==> src/rtl/slot_sched_pkg.sv <==
package slot_sched_pkg;

  typedef enum logic [1:0] {
    SLOT_IDLE = 2'd0,
    SLOT_WAIT = 2'd1,
    SLOT_OPEN = 2'd2
  } slot_state_e;

  // Ticks between a captured value and now on a counter of 'width' bits.
  function automatic logic [31:0] wrap_elapsed(input logic [31:0] now_v,
                                               input logic [31:0] then_v,
                                               input int unsigned width);
    logic [32:0] modulus;
    modulus = 33'd1 << width;
    if (now_v >= then_v) return now_v - then_v;
    return 32'({1'b0, now_v} + (modulus - {1'b0, then_v}));
  endfunction

  // First elapsed count at which the slot is open (one guard tick).
  function automatic logic [31:0] slot_first(input logic [31:0] ofs);
    return ofs + 32'd1;
  endfunction

  // Elapsed count at which the slot is closed again.
  function automatic logic [31:0] slot_last(input logic [31:0] ofs,
                                            input logic [31:0] len);
    return ofs + 32'd1 + len;
  endfunction

endpackage

==> src/rtl/slot_tick_counter.sv <==
module slot_tick_counter #(
  parameter int CNT_W = 16
) (
  input  logic             clk,
  input  logic             rst_n,
  input  logic             tick_i,
  output logic [CNT_W-1:0] count_o
);
  always_ff @(posedge clk) begin
    if (!rst_n)      count_o <= '0;
    else if (tick_i) count_o <= count_o + 1'b1;
  end
endmodule

==> src/rtl/slot_capture.sv <==
module slot_capture #(
  parameter int CNT_W = 16,
  parameter int OFS_W = 8,
  parameter int LEN_W = 8
) (
  input  logic             clk,
  input  logic             rst_n,
  input  logic             accept_i,
  input  logic [CNT_W-1:0] count_i,
  input  logic [OFS_W-1:0] ofs_i,
  input  logic [LEN_W-1:0] len_i,
  input  logic [LEN_W-1:0] warn_i,
  output logic [CNT_W-1:0] cap_o,
  output logic [OFS_W-1:0] ofs_o,
  output logic [LEN_W-1:0] len_o,
  output logic [LEN_W-1:0] warn_o
);
  always_ff @(posedge clk) begin
    if (!rst_n) begin
      cap_o  <= '0;
      ofs_o  <= '0;
      len_o  <= '0;
      warn_o <= '0;
    end else if (accept_i) begin
      cap_o  <= count_i;
      ofs_o  <= ofs_i;
      len_o  <= len_i;
      warn_o <= warn_i;
    end
  end
endmodule

==> src/rtl/slot_window.sv <==
module slot_window
  import slot_sched_pkg::*;
(
  input  logic        clk,
  input  logic        rst_n,
  input  logic        soh_i,
  input  logic        cfg_ok_i,
  input  logic [31:0] elapsed_i,
  input  logic [31:0] first_i,
  input  logic [31:0] last_i,
  input  logic [31:0] warn_lim_i,
  output logic        accept_o,
  output logic        busy_o,
  output logic        permit_o,
  output logic        warn_o
);
  slot_state_e state_q, state_d;
  logic [31:0] remain_w;

  assign accept_o = soh_i && cfg_ok_i && (state_q == SLOT_IDLE);
  assign busy_o   = (state_q != SLOT_IDLE);
  assign remain_w = last_i - elapsed_i;

  always_comb begin
    state_d = state_q;
    unique case (state_q)
      SLOT_IDLE: if (accept_o)              state_d = SLOT_WAIT;
      SLOT_WAIT: if (elapsed_i == first_i)  state_d = SLOT_OPEN;
      SLOT_OPEN: if (elapsed_i == last_i)   state_d = SLOT_IDLE;
      default:                              state_d = SLOT_IDLE;
    endcase
  end

  always_ff @(posedge clk) begin
    if (!rst_n) begin
      state_q  <= SLOT_IDLE;
      permit_o <= 1'b0;
      warn_o   <= 1'b0;
    end else begin
      state_q  <= state_d;
      permit_o <= (state_d == SLOT_OPEN);
      warn_o   <= (state_d == SLOT_OPEN) && (remain_w <= warn_lim_i);
    end
  end
endmodule

==> src/rtl/slot_beacon_timer.sv <==
module slot_beacon_timer
  import slot_sched_pkg::*;
#(
  parameter int CNT_W = 16,
  parameter int OFS_W = 8,
  parameter int LEN_W = 8
) (
  input  logic             clk,
  input  logic             rst_n,
  input  logic             tick_i,
  input  logic             soh_i,
  input  logic [OFS_W-1:0] slot_ofs_i,
  input  logic [LEN_W-1:0] slot_len_i,
  input  logic [LEN_W-1:0] warn_ticks_i,
  output logic             tx_permit_o,
  output logic             slot_warn_o,
  output logic [CNT_W-1:0] tick_count_o
);
  logic [CNT_W-1:0] cnt_q;
  logic [CNT_W-1:0] cap_q;
  logic [OFS_W-1:0] ofs_q;
  logic [LEN_W-1:0] len_q;
  logic [LEN_W-1:0] wlim_q;
  logic             accept_w;
  logic             busy_w;
  logic             cfg_ok_w;
  logic [31:0]      elapsed_w;
  logic [31:0]      first_w;
  logic [31:0]      last_w;

  assign cfg_ok_w  = (|slot_ofs_i) && (|slot_len_i);
  assign elapsed_w = wrap_elapsed(32'(cnt_q), 32'(cap_q), CNT_W);
  assign first_w   = slot_first(32'(ofs_q));
  assign last_w    = slot_last(32'(ofs_q), 32'(len_q));
  assign tick_count_o = cnt_q;

  slot_tick_counter #(.CNT_W(CNT_W)) i_cnt (
    .clk(clk), .rst_n(rst_n), .tick_i(tick_i), .count_o(cnt_q)
  );

  slot_capture #(.CNT_W(CNT_W), .OFS_W(OFS_W), .LEN_W(LEN_W)) i_cap (
    .clk(clk), .rst_n(rst_n), .accept_i(accept_w), .count_i(cnt_q),
    .ofs_i(slot_ofs_i), .len_i(slot_len_i), .warn_i(warn_ticks_i),
    .cap_o(cap_q), .ofs_o(ofs_q), .len_o(len_q), .warn_o(wlim_q)
  );

  slot_window i_win (
    .clk(clk), .rst_n(rst_n), .soh_i(soh_i), .cfg_ok_i(cfg_ok_w),
    .elapsed_i(elapsed_w), .first_i(first_w), .last_i(last_w),
    .warn_lim_i(32'(wlim_q)), .accept_o(accept_w), .busy_o(busy_w),
    .permit_o(tx_permit_o), .warn_o(slot_warn_o)
  );
endmodule

==> config.mk <==
export PLATFORM = sky130hd
export DESIGN_NAME = slot_beacon_timer
export DESIGN_NICKNAME = d
export VERILOG_FILES = /design/src/rtl/slot_sched_pkg.sv /design/src/rtl/slot_tick_counter.sv /design/src/rtl/slot_capture.sv /design/src/rtl/slot_window.sv /design/src/rtl/slot_beacon_timer.sv
export SDC_FILE = /design/constraint.sdc
export NUM_CORES = 1
export LEC_CHECK = 0
export CAP_MARGIN = 20
export CORE_MARGIN = 3
export CORE_UTILIZATION = 55
export CTS_BUF_LIST = sky130_fd_sc_hd__clkbuf_4 sky130_fd_sc_hd__clkbuf_8
export CTS_CLUSTER_DIAMETER = 80
export CTS_CLUSTER_SIZE = 20
export DETAILED_ROUTE_END_ITERATION = 8
export GPL_ROUTABILITY_DRIVEN = 0
export PLACE_DENSITY_LB_ADDON = 0.12
export SLEW_MARGIN = 10
export SYNTH_ARGS = -nofsm -noshare
export SYNTH_HDL_FRONTEND = slang
export SYNTH_SLANG_ARGS = --single-unit
==> constraint.sdc <==
create_clock -name clk -period 12.1 [get_ports clk]
set_clock_uncertainty 0.1 [all_clocks]
set_input_delay 1.815 -clock clk [delete_from_list [all_inputs] [get_ports clk]]
set_output_delay 1.815 -clock clk [all_outputs]
set_load 0.1 [all_outputs]
==> metrics <==
CTS tree yes; WL per Instance approximately 16 um; CTS H-tree depth 3; largest net degree at the start of global routing 60; Max Cap Viol 0; DP Area 6740 um2; reg2reg start i_cap.cap_o[10]; Post-Syn Area 6210 um2; Crit Path Class flip-flop to flip-flop; Setup violations, final 0; post-CTS setup buffer count 0; Sequential cell area 1200 um2; ANT cells 0; FF+latch count, synth 60; DRT Pass-1 Iters 7; Top FF cell, synth dfxtp_1; design area slightly below 7000 um2; DRC viols 0; die area roughly 13000 um2; RSZ-0062 raised after global routing false; clk sinks 60; Nets 931; Crit Path Max Fanout 23; CTS buffer count 9; count of cell types in the netlist 78; Critical Path End Type flip-flop; area of the multi-input gates 4690 um2; post-DP HPWL between 10000 and 15000 um; met2 Usage GRT 0.409; most frequent cell after synthesis nand2_1; clk_lat worst skew 360 ps; met1 usage in global routing 0.353; Antenna Violating Nets Remaining 0; Initial Util 0.568; number of synthesized flops with an enable pin 0; Final Hold Viols 0; Slew Viols, Final 0; GR peak layer met2; clk root buf clkbuf_8; clock transition at the registers of the reported paths ~60 ps; CTS Hold Buffers Added 0; Synth top area share 0.193; Synth async-reset ratio 0; Area contributors post-synth dfxtp_1 19%, ha_1 12%, nand2_1 7.2%; top cells by count, synth 119 x nand2_1, 61 x ha_1, 60 x dfxtp_1, 56 x a21oi_1, 51 x inv_1; cell taking the most area after synthesis dfxtp_1; core outline area about 11000 um2; Tightest Pin Transition 976 ps; Tot GR Track Use 0.257; TNS Setup 0 ps; CP startpoint i_cap.cap_o[10]; Synth warnings 0; clock buffer depth 2; status finished, final reports clean; Req. time, crit path 12300 ps; initial DRC count 360; total vias in the final route between 5000 and 6000; post_cts resized 0; first-pass GRT wire length 26600 um; cell area power density 102 nW/um2; maximum VDD drop a little under 0.09 mV; DR vias/cell roughly 6.0; Crit path arrival time between 5000 and 6000 ps; final WL 15900 um; crit start category flip-flop; period utilisation layout 0.437; I/O Pins 46; hold_sp i_cap.cap_o[6]; Mapped Cells roughly 800; min Tclk post-route around 5300 ps; Std-Cell Rows 38; gr ovfl total 0; die height approximately 110 um; Max Clock Freq about 0.19 GHz; initial antenna violation count 0; Avg Cell Area, Syn roughly 7.7 um2; vias in the first global route between 5000 and 6000; Port Buffers 45; Pleak slightly below 3 nW; Die W 112 um; layout cell share with drive strength beyond 1 0.0499; sequential share of the synthesized area 0.193; Slew Limit Headroom 0.348; syn_nets between 800 and 900; Syn-to-layout area delta 11.2%; met3 Use GR 0.0501; Fill cells roughly 1000; worst hold-check path type flip-flop to flip-flop
## placed cells by master (no fill, tap or decap), drive strengths merged, types with 4 or more instances in the layout
cell           synthesis  layout
o21a                  10      10
a22oi                  5       5
a211oi                 7       7
nand2b                11      11
nor2                  29      29
a211o                  5       5
xnor2                 51      51
and4                   5       5
nor3                  17      17
a31oi                  5       5
mux2i                 16      16
a21o                  24      24
clkbuf                16      12
xor2                  17      17
buf                   10       4
o21bai                 4       4
nand3                 28      28
a21boi                44      44
inv                   53      53
nor4                  14      14
nor2b                  6       6
nand2                119     119
fa                     4       4
a21oi                 58      58
dfxtp                 60      60
or3                    4       4
a2111oi                6       6
ha                    61      61
nand4                 13      13
clkdlybuf4s50          0      45
and2                  18      18
o21ai                 22      22
and3                  14      14
## worst paths after layout
kind / endpoint / slack, ps / cells after the start
worst max register to register: i_win.warn_o / 6810 / 21
worst min register to register: i_cap.cap_o[6] / 360 / 2
worst min-delay path: i_cap.cap_o[6] / 360 / 2
worst max-delay path: i_win.warn_o / 6810 / 21
## area by class of cell
class	instances	area share
clock buffer	12	0.0221
inverter	53	0.0288
timing repair buffer	49	0.0695
multi-input combinational	665	0.679
clock inverter	2	0.00181
sequential	60	0.174
tap	140	0.0254
## flip-flops by register name (all words and copies together) (netlist names)
register and flops:
i_cnt.count_o 16, i_cap.warn_o 8, i_win.permit_o 1, i_win.state_q 2
i_cap.len_o 8, i_win.warn_o 1, i_cap.ofs_o 8, i_cap.cap_o 16
## logic make-up (layout without fill, tap and decap cells)
group	count (synthesis)	count (layout)	synth area share
simple gates	291	291	0.230
compound gates	223	223	0.263
buf+inv	79	116	0.0522
xor+xnor	68	68	0.0971
fa+ha+maj	65	65	0.136
flops	60	60	0.193
mux	18	18	0.0294
## per-stage QoR
step | total power (W) | hold slack, ps | std cells | setup slack, ps | util
after floorplan | 0.000469 | 343 | 804 | 6370 | -
after global placement | 0.000531 | 352 | 967 | 7110 | 0.617
after detailed placement | 0.000542 | 358 | 967 | 6890 | 0.617
after CTS | 0.000706 | 367 | 981 | 6840 | 0.632
after global routing | 0.000756 | 394 | 981 | 6420 | 0.632
final | 0.000703 | 364 | 981 | 6810 | 0.632
## per-layer routing
| layer | vias to the layer above | part of all wire |
|---|---|---|
| met3 | 23 | 0.054 |
| met4 | 0 | 0.021 |
| li1 | 2964 | - |
| met1 | 2759 | 0.47 |
| met2 | 168 | 0.45 |
| met5 | - | 0 |
## where the power goes
part	total (W)	internal [W]	switching (W)
Combinational	0.000330	0.000147	0.000183
Sequential	0.000212	0.000204	0.00000736
Clock	0.000161	0.0000818	0.0000793
## worst max-delay path, stage by stage, from the launching register on
cell	delay, ps
dfxtp_1	420
inv_1	90
ha_1	390
a21oi_1	150
nand3b_1	180
a21oi_1	480
a211o_4	350
mux2i_1	230
ha_1	300
a21o_1	190
a21oi_1	380
o21bai_1	140
a21oi_1	190
xnor2_1	150
ha_1	270
a21o_1	180
a21oi_1	140
o21a_1	140
o221ai_1	120
a211o_1	290
nor3_1	170
and4_1	190
(Power assumes the default switching activity.)
